File: config.mk
export PLATFORM = sky130hd
export DESIGN_NAME = lane_access_unit
export DESIGN_NICKNAME = d
export VERILOG_FILES = /design/src/rtl/lane_pkg.sv /design/src/rtl/lane_addr_split.sv /design/src/rtl/lane_extract.sv /design/src/rtl/lane_merge.sv /design/src/rtl/lane_access_unit.sv
export SDC_FILE = /design/constraint.sdc
export NUM_CORES = 2
export LEC_CHECK = 0
export BUFFER_PORTS_ARGS = -buffer_cell sky130_fd_sc_hd__buf_2
export CAP_MARGIN = 5
export CORE_ASPECT_RATIO = 0.6
export CORE_MARGIN = 1.5
export CORE_UTILIZATION = 60
export CTS_CLUSTER_DIAMETER = 100
export DETAILED_ROUTE_END_ITERATION = 8
export HOLD_SLACK_MARGIN = 0.05
export MAX_ROUTING_LAYER = met4
export PLACE_DENSITY = 0.88
export SETUP_SLACK_MARGIN = 0.02
export SLEW_MARGIN = 20
export SYNTH_ARGS = -nofsm -noshare
export SYNTH_HDL_FRONTEND = slang
export SYNTH_SLANG_ARGS = --single-unit
File: constraint.sdc
create_clock -name clk -period 15.79 [get_ports clk]
set_input_delay 3.9475 -clock clk [delete_from_list [all_inputs] [get_ports clk]]
set_output_delay 3.9475 -clock clk [all_outputs]
set_load 0.01 [all_outputs]
File: src/rtl/lane_pkg.sv
package lane_pkg;

    localparam int XLEN = 64;

    typedef enum logic [1:0] {
        SZ_1B = 2'd0,
        SZ_2B = 2'd1,
        SZ_4B = 2'd2,
        SZ_8B = 2'd3
    } lane_size_e;

    function automatic logic [31:0] size_bytes(lane_size_e s);
        return 32'd1 << s;
    endfunction

    function automatic logic [XLEN-1:0] lane_mask(lane_size_e s);
        logic [XLEN-1:0] m;
        case (s)
            SZ_1B:   m = 64'h0000_0000_0000_00FF;
            SZ_2B:   m = 64'h0000_0000_0000_FFFF;
            SZ_4B:   m = 64'h0000_0000_FFFF_FFFF;
            default: m = '1;
        endcase
        return m;
    endfunction

    // exchanges byte i with byte (n-1-i) inside the low n bytes
    function automatic logic [XLEN-1:0] reverse_bytes(logic [XLEN-1:0] d, lane_size_e s);
        logic [XLEN-1:0] r;
        int n;
        r = '0;
        n = int'(size_bytes(s));
        for (int i = 0; i < XLEN/8; i++) begin
            if (i < n) r[i*8 +: 8] = d[(n-1-i)*8 +: 8];
        end
        return r;
    endfunction

endpackage

File: src/rtl/lane_addr_split.sv
module lane_addr_split
    import lane_pkg::*;
#(
    parameter int ROW_BYTES = 8,
    parameter int DEPTH = 16,
    localparam int OFF_W = $clog2(ROW_BYTES),
    localparam int RIDX_W = $clog2(DEPTH),
    localparam int ADDR_W = OFF_W + RIDX_W
) (
    input  logic [ADDR_W-1:0] addr,
    input  lane_size_e        size,
    output logic [RIDX_W-1:0] row_idx,
    output logic [OFF_W-1:0]  offset,
    output logic              legal
);
    logic [31:0] nbytes;
    logic        fits;
    logic        aligned;

    always_comb begin
        offset  = addr[OFF_W-1:0];
        row_idx = addr[ADDR_W-1:OFF_W];
        nbytes  = size_bytes(size);
        fits    = nbytes <= 32'(ROW_BYTES);
        aligned = ((32'(offset) & (nbytes - 32'd1)) == 32'd0);
        legal   = fits && aligned;
    end
endmodule

File: src/rtl/lane_extract.sv
module lane_extract
    import lane_pkg::*;
#(
    parameter int ROW_BYTES = 8,
    localparam int OFF_W = $clog2(ROW_BYTES),
    localparam int ROW_W = ROW_BYTES * 8
) (
    input  logic [ROW_W-1:0] row,
    input  logic [OFF_W-1:0] offset,
    input  lane_size_e       size,
    input  logic             swap,
    output logic [XLEN-1:0]  data
);
    logic [XLEN-1:0]    wide;
    logic [XLEN-1:0]    lane;
    logic [OFF_W+2:0]   sh;
    logic               full;

    always_comb begin
        wide = XLEN'(row);
        sh   = {offset, 3'b000};
        full = size_bytes(size) == 32'(ROW_BYTES);
        if (full) lane = wide;
        else      lane = (wide & (lane_mask(size) << sh)) >> sh;
        data = swap ? reverse_bytes(lane, size) : lane;
    end
endmodule

File: src/rtl/lane_merge.sv
module lane_merge
    import lane_pkg::*;
#(
    parameter int ROW_BYTES = 8,
    localparam int OFF_W = $clog2(ROW_BYTES),
    localparam int ROW_W = ROW_BYTES * 8
) (
    input  logic [ROW_W-1:0] row,
    input  logic [OFF_W-1:0] offset,
    input  lane_size_e       size,
    input  logic             swap,
    input  logic [XLEN-1:0]  wdata,
    output logic [ROW_W-1:0] new_row
);
    logic [XLEN-1:0]  src;
    logic [XLEN-1:0]  merged;
    logic [OFF_W+2:0] sh;
    logic             full;

    always_comb begin
        sh     = {offset, 3'b000};
        full   = size_bytes(size) == 32'(ROW_BYTES);
        src    = (swap ? reverse_bytes(wdata, size) : wdata) & lane_mask(size);
        merged = (XLEN'(row) & ~(lane_mask(size) << sh)) | (src << sh);
        new_row = full ? src[ROW_W-1:0] : merged[ROW_W-1:0];
    end
endmodule

File: src/rtl/lane_access_unit.sv
module lane_access_unit
    import lane_pkg::*;
#(
    parameter int ROW_BYTES = 8,
    parameter int DEPTH = 16,
    localparam int OFF_W = $clog2(ROW_BYTES),
    localparam int RIDX_W = $clog2(DEPTH),
    localparam int ADDR_W = OFF_W + RIDX_W,
    localparam int ROW_W = ROW_BYTES * 8
) (
    input  logic              clk,
    input  logic              rst,
    input  logic              req_valid,
    input  logic              req_write,
    input  logic [ADDR_W-1:0] req_addr,
    input  logic [1:0]        req_size,
    input  logic              req_swap,
    input  logic [XLEN-1:0]   req_wdata,
    output logic              rsp_valid,
    output logic [XLEN-1:0]   rsp_data,
    output logic              rsp_misalign
);
    lane_size_e        size_e;
    logic [RIDX_W-1:0] row_idx;
    logic [OFF_W-1:0]  offset;
    logic              legal;
    logic [ROW_W-1:0]  cur_row;
    logic [ROW_W-1:0]  next_row;
    logic [XLEN-1:0]   load_data;
    logic              do_load;
    logic              do_store;
    logic [ROW_W-1:0]  rows_q [DEPTH];

    assign size_e   = lane_size_e'(req_size);
    assign cur_row  = rows_q[row_idx];
    assign do_load  = req_valid && !req_write && legal;
    assign do_store = req_valid && req_write && legal;

    lane_addr_split #(.ROW_BYTES(ROW_BYTES), .DEPTH(DEPTH)) u_split (
        .addr    (req_addr),
        .size    (size_e),
        .row_idx (row_idx),
        .offset  (offset),
        .legal   (legal)
    );

    lane_extract #(.ROW_BYTES(ROW_BYTES)) u_extract (
        .row    (cur_row),
        .offset (offset),
        .size   (size_e),
        .swap   (req_swap),
        .data   (load_data)
    );

    lane_merge #(.ROW_BYTES(ROW_BYTES)) u_merge (
        .row     (cur_row),
        .offset  (offset),
        .size    (size_e),
        .swap    (req_swap),
        .wdata   (req_wdata),
        .new_row (next_row)
    );

    generate
        for (genvar g = 0; g < DEPTH; g++) begin : g_row
            always_ff @(posedge clk) begin
                if (rst) rows_q[g] <= '0;
                else if (do_store && row_idx == RIDX_W'(g)) rows_q[g] <= next_row;
            end
        end
    endgenerate

    always_ff @(posedge clk) begin
        if (rst) begin
            rsp_valid    <= 1'b0;
            rsp_misalign <= 1'b0;
            rsp_data     <= '0;
        end else begin
            rsp_valid    <= do_load;
            rsp_misalign <= req_valid && !legal;
            if (do_load) rsp_data <= load_data;
        end
    end

    // snapshot of the row a rejected write pointed at
    logic              chk_arm_q;
    logic [RIDX_W-1:0] chk_idx_q;
    logic [ROW_W-1:0]  chk_row_q;

    always_ff @(posedge clk) begin
        if (rst) begin
            chk_arm_q <= 1'b0;
            chk_idx_q <= '0;
            chk_row_q <= '0;
        end else begin
            chk_arm_q <= req_valid && req_write && !legal;
            chk_idx_q <= row_idx;
            chk_row_q <= cur_row;
        end
    end


    reset_quiet_chk: assert property (@(posedge clk)
        rst |=> (!rsp_valid && !rsp_misalign));


    reject_hold_chk: assert property (@(posedge clk) disable iff (rst)
        chk_arm_q |-> rows_q[chk_idx_q] == chk_row_q);


    strobe_excl_chk: assert property (@(posedge clk) disable iff (rst)
        $onehot0({rsp_valid, rsp_misalign}));


    rsp_source_chk: assert property (@(posedge clk) disable iff (rst)
        rsp_valid |-> $past(req_valid && !req_write));


    rsp_width_chk: assert property (@(posedge clk) disable iff (rst)
        rsp_valid |-> ((rsp_data & ~lane_mask(lane_size_e'($past(req_size)))) == '0));


    store_silent_chk: assert property (@(posedge clk) disable iff (rst)
        $past(req_valid && req_write) |-> !rsp_valid);

endmodule

==> impl_results.md <==
* Status: complete, but fails checks
* Failing checks: DRC
* Vias in the first global route at 45800
* Clock transition at path regs at 0.07 ns
* Crit path DAT at 10.17 ns
* Final wirelength at 252000 um
* Crit-path leading delay family: buffers and inverters
* Worst Skew at 0.0379 ns
* Post-synthesis sequential area ratio at 0.547
* Final setup violating endpoints at 0
* # rows at 88
* Kind of end point of the critical path: register
* Cts bufs inserted at 93
* CTS Buffer Depth at 3
* Period utilisation layout at 0.624
* DRC errors left at 2
* Buffer count from post-CTS setup fixing at 0
* Horiz. Die Dim at 407 um
* # resized after CTS at 0
* TritonRoute pass-1 iters at 9
* Crit Path Max Fanout at 44
* Routability Congestion at approximately 1.1
* RSZ-0062 raised after global routing: false
* H-tree Lvls at 3
* Initial Util at 0.608
* Mapped Area at about 59000 um2
* Sequential Area at 32100 um2
* Clock Latency Late Sink at 0.72 ns
* Crit-path slowest cell: nor2b_1
* Drt initial violations at 12200
* Fraction of layout cells with a size suffix above 1 at 0.161
* Post-DP HPWL at 166000 um
* Crit path buffers/inverters at 6
* Async S/R FF share, synth at 0
* Met1 usage at 0.695
* Worst VDD drop at 0.122 mV
* Final Cell Area at 63300 um2
* Gate count of the mapped netlist at about 5100
* Drt wl/cell at between 30 and 40 um
* Leakage power at 0.0236 uW
* Die height at approximately 250 um
* Crit path time final at 9.86 ns
* Number of buffers added on ports at 143
* WP data required at around 16 ns
* DIE AREA at 99700 um2
* Nets at around 5000
* Global-route wire length before repair at approximately 350000 um
* Setup TNS at 0 ns
* Synth Warn # at 0
* Tightest Hold Check Type: register to register
* CP max stage delay at 0.97 ns
* Fmax at 0.101 GHz
* I/O pin cnt at 144
* Fin. max-slew vios at 0
* Startpoint types: primary input
* Busiest grt layer: met1
* Max-cap violations at 0
* Hold buffers post-CTS at 0
* EDFF count, synth at 1024
* Cell Pwr Density at 111 nW/um2
* Post-Place Cell Area at between 60000 and 70000 um2
* Met2 Use GR at 0.662
* DR vias at 49800
* Pin count of the biggest net entering global routing at 104
* Dominant synthesized flop cell: edfxtp_1
* Remaining global-route overflow at 0
* Critical-path cell list: buf_2 > inv_1 > ha_1 > buf_4 > inv_1 > ha_2 > clkinv_1 > a222oi_1 > nand3_1 > nor2b_1 > nand2_1 > nand2_4 > buf_4
* Core footprint at just under 100000 um2
* Final hold viol count at 0
* Post-Syn Nets at 5177
* Crit Path Class: primary input to register
* Flops & latches, synth at between 1000 and 1500
* Clock tree from TritonCTS: yes
* Initial antenna violation count at 16
* Area added between synthesis and finish at 7.92%
* Via-to-Cell Ratio at 7.76
* Synth cell types at 110
* GR Layer Usage met3 at 0.228
* # clock sinks at 1090
* Fill count at 6733
* Least-Margin Pin Slew at 1.41 ns
* Multi-input logic area at 24400 um2
* ANT nets after route at 0
* Avg Inst Size Synth at around 12 um2
* Tot GR Track Use at 0.514
* Slew HR at 0.0527
* Clock tree root buffer cell: clkbuf_16
==> cell usage after synthesis, types with 12 or more instances <==
cell type | count | area (um2)
a22oi_1 | 235 | 1760
edfxtp_1 | 1024 | 30700
o2111ai_1 | 17 | 149
buf_2 | 148 | 741
nand3_1 | 121 | 606
buf_8 | 15 | 225
dfxtp_1 | 66 | 1320
nor4_1 | 16 | 100
nand2b_1 | 13 | 81.3
mux2i_1 | 464 | 4640
o21ai_1 | 21 | 105
clkbuf_1 | 202 | 758
and3_1 | 19 | 119
inv_1 | 18 | 67.6
nor3_1 | 47 | 235
buf_6 | 44 | 495
buf_1 | 25 | 93.8
a21o_1 | 12 | 90.1
o21ai_0 | 111 | 556
mux2_2 | 58 | 653
o22ai_1 | 46 | 288
a21oi_1 | 128 | 641
buf_4 | 35 | 263
mux4_2 | 157 | 3540
a31oi_1 | 25 | 156
o211ai_1 | 26 | 195
and2_1 | 17 | 106
o2bb2ai_1 | 30 | 263
a22o_1 | 19 | 166
nand2_1 | 299 | 1120
a221o_1 | 25 | 250
a211o_1 | 12 | 105
nor2_1 | 1201 | 4510
nor2b_1 | 16 | 100
a211oi_1 | 37 | 278
nand4_1 | 61 | 382
o221ai_1 | 33 | 289
a221oi_1 | 13 | 114
==> report_power, final <==
part	switching [uW]	total [uW]	leakage (uW)	internal (uW)
logic	1000	1340	0.0110	341
clock network	1140	2410	0.00148	1270
registers	38.6	3300	0.0111	3260
total	2180	7050	0.0236	4870
==> tightest hold or removal path: stages (launching register included) <==
cell,delay [ns]
dfxtp_1,0.33
a31oi_1,0.07
nand2_1,0.05
==> state kept, by name (all words and copies together) (netlist names) <==
register and count:
rsp_valid 1, rows_q 1024, rsp_data 64, rsp_misalign 1
==> layout make-up <==
type	count	area share
Antenna cell	18	0.000712
Clock buffer	105	0.0375
Clock inverter	65	0.0108
Inverter	25	0.00148
Multi-Input combinational cell	3504	0.386
Sequential cell	1090	0.507
Tap cell	1305	0.0258
Timing Repair Buffer	305	0.0313
==> through the flow <==
step	setup slack [ns]	utilization	instances	hold WS (ns)	total power, uW
after floorplan	6.02	-	5090	0.517	4060
after global placement	5.76	0.623	6228	0.457	4570
after detailed placement	5.58	0.623	6229	0.462	4590
after CTS	6.25	0.655	6399	0.477	6900
after global routing	5.75	0.656	6416	0.534	7100
final	5.93	0.656	6417	0.480	7050
==> worst paths after layout <==
kind | from | end | slack [ns] | cells after the start
hold reg to reg | rsp_data[41] | rsp_data[41] | 0.48 | 2
setup reg to reg | rows_q[5][28] | rsp_data[36] | 11.39 | 9
hold / removal | rsp_data[41] | rsp_data[41] | 0.48 | 2
setup / recovery | req_size[1] | rows_q[14][18] | 5.93 | 13
==> layout by cell type, fill, tap and decap left out, drive strengths merged, types with 105 or more instances in the layout <==
master | netlist | routed
o21ai | 138 | 138
buf | 269 | 305
mux2i | 466 | 466
clkbuf | 202 | 105
edfxtp | 1024 | 1024
nand3 | 121 | 121
nor2 | 1206 | 1206
a21oi | 136 | 136
mux4 | 158 | 158
nand2 | 305 | 305
a22oi | 236 | 236
==> logic make-up after synthesis <==
logic type | count (synthesis) | synth area share
mux | 683 | 0.152
simple gates | 1861 | 0.134
compound gates | 948 | 0.119
xor+xnor | 2 | 0.000299
flops | 1090 | 0.547
fa+ha+maj | 10 | 0.00209
buf+inv | 496 | 0.0462
==> layer usage <==
| metal | part of all wire | wire [um] |
|---|---|---|
| met1 | 0.35 | 88900 |
| met2 | 0.39 | 98900 |
| met3 | 0.20 | 49900 |
| met4 | 0.058 | 14500 |
| met5 | 0 | 0 |
Note: power is estimated with default switching activity, not from simulation.
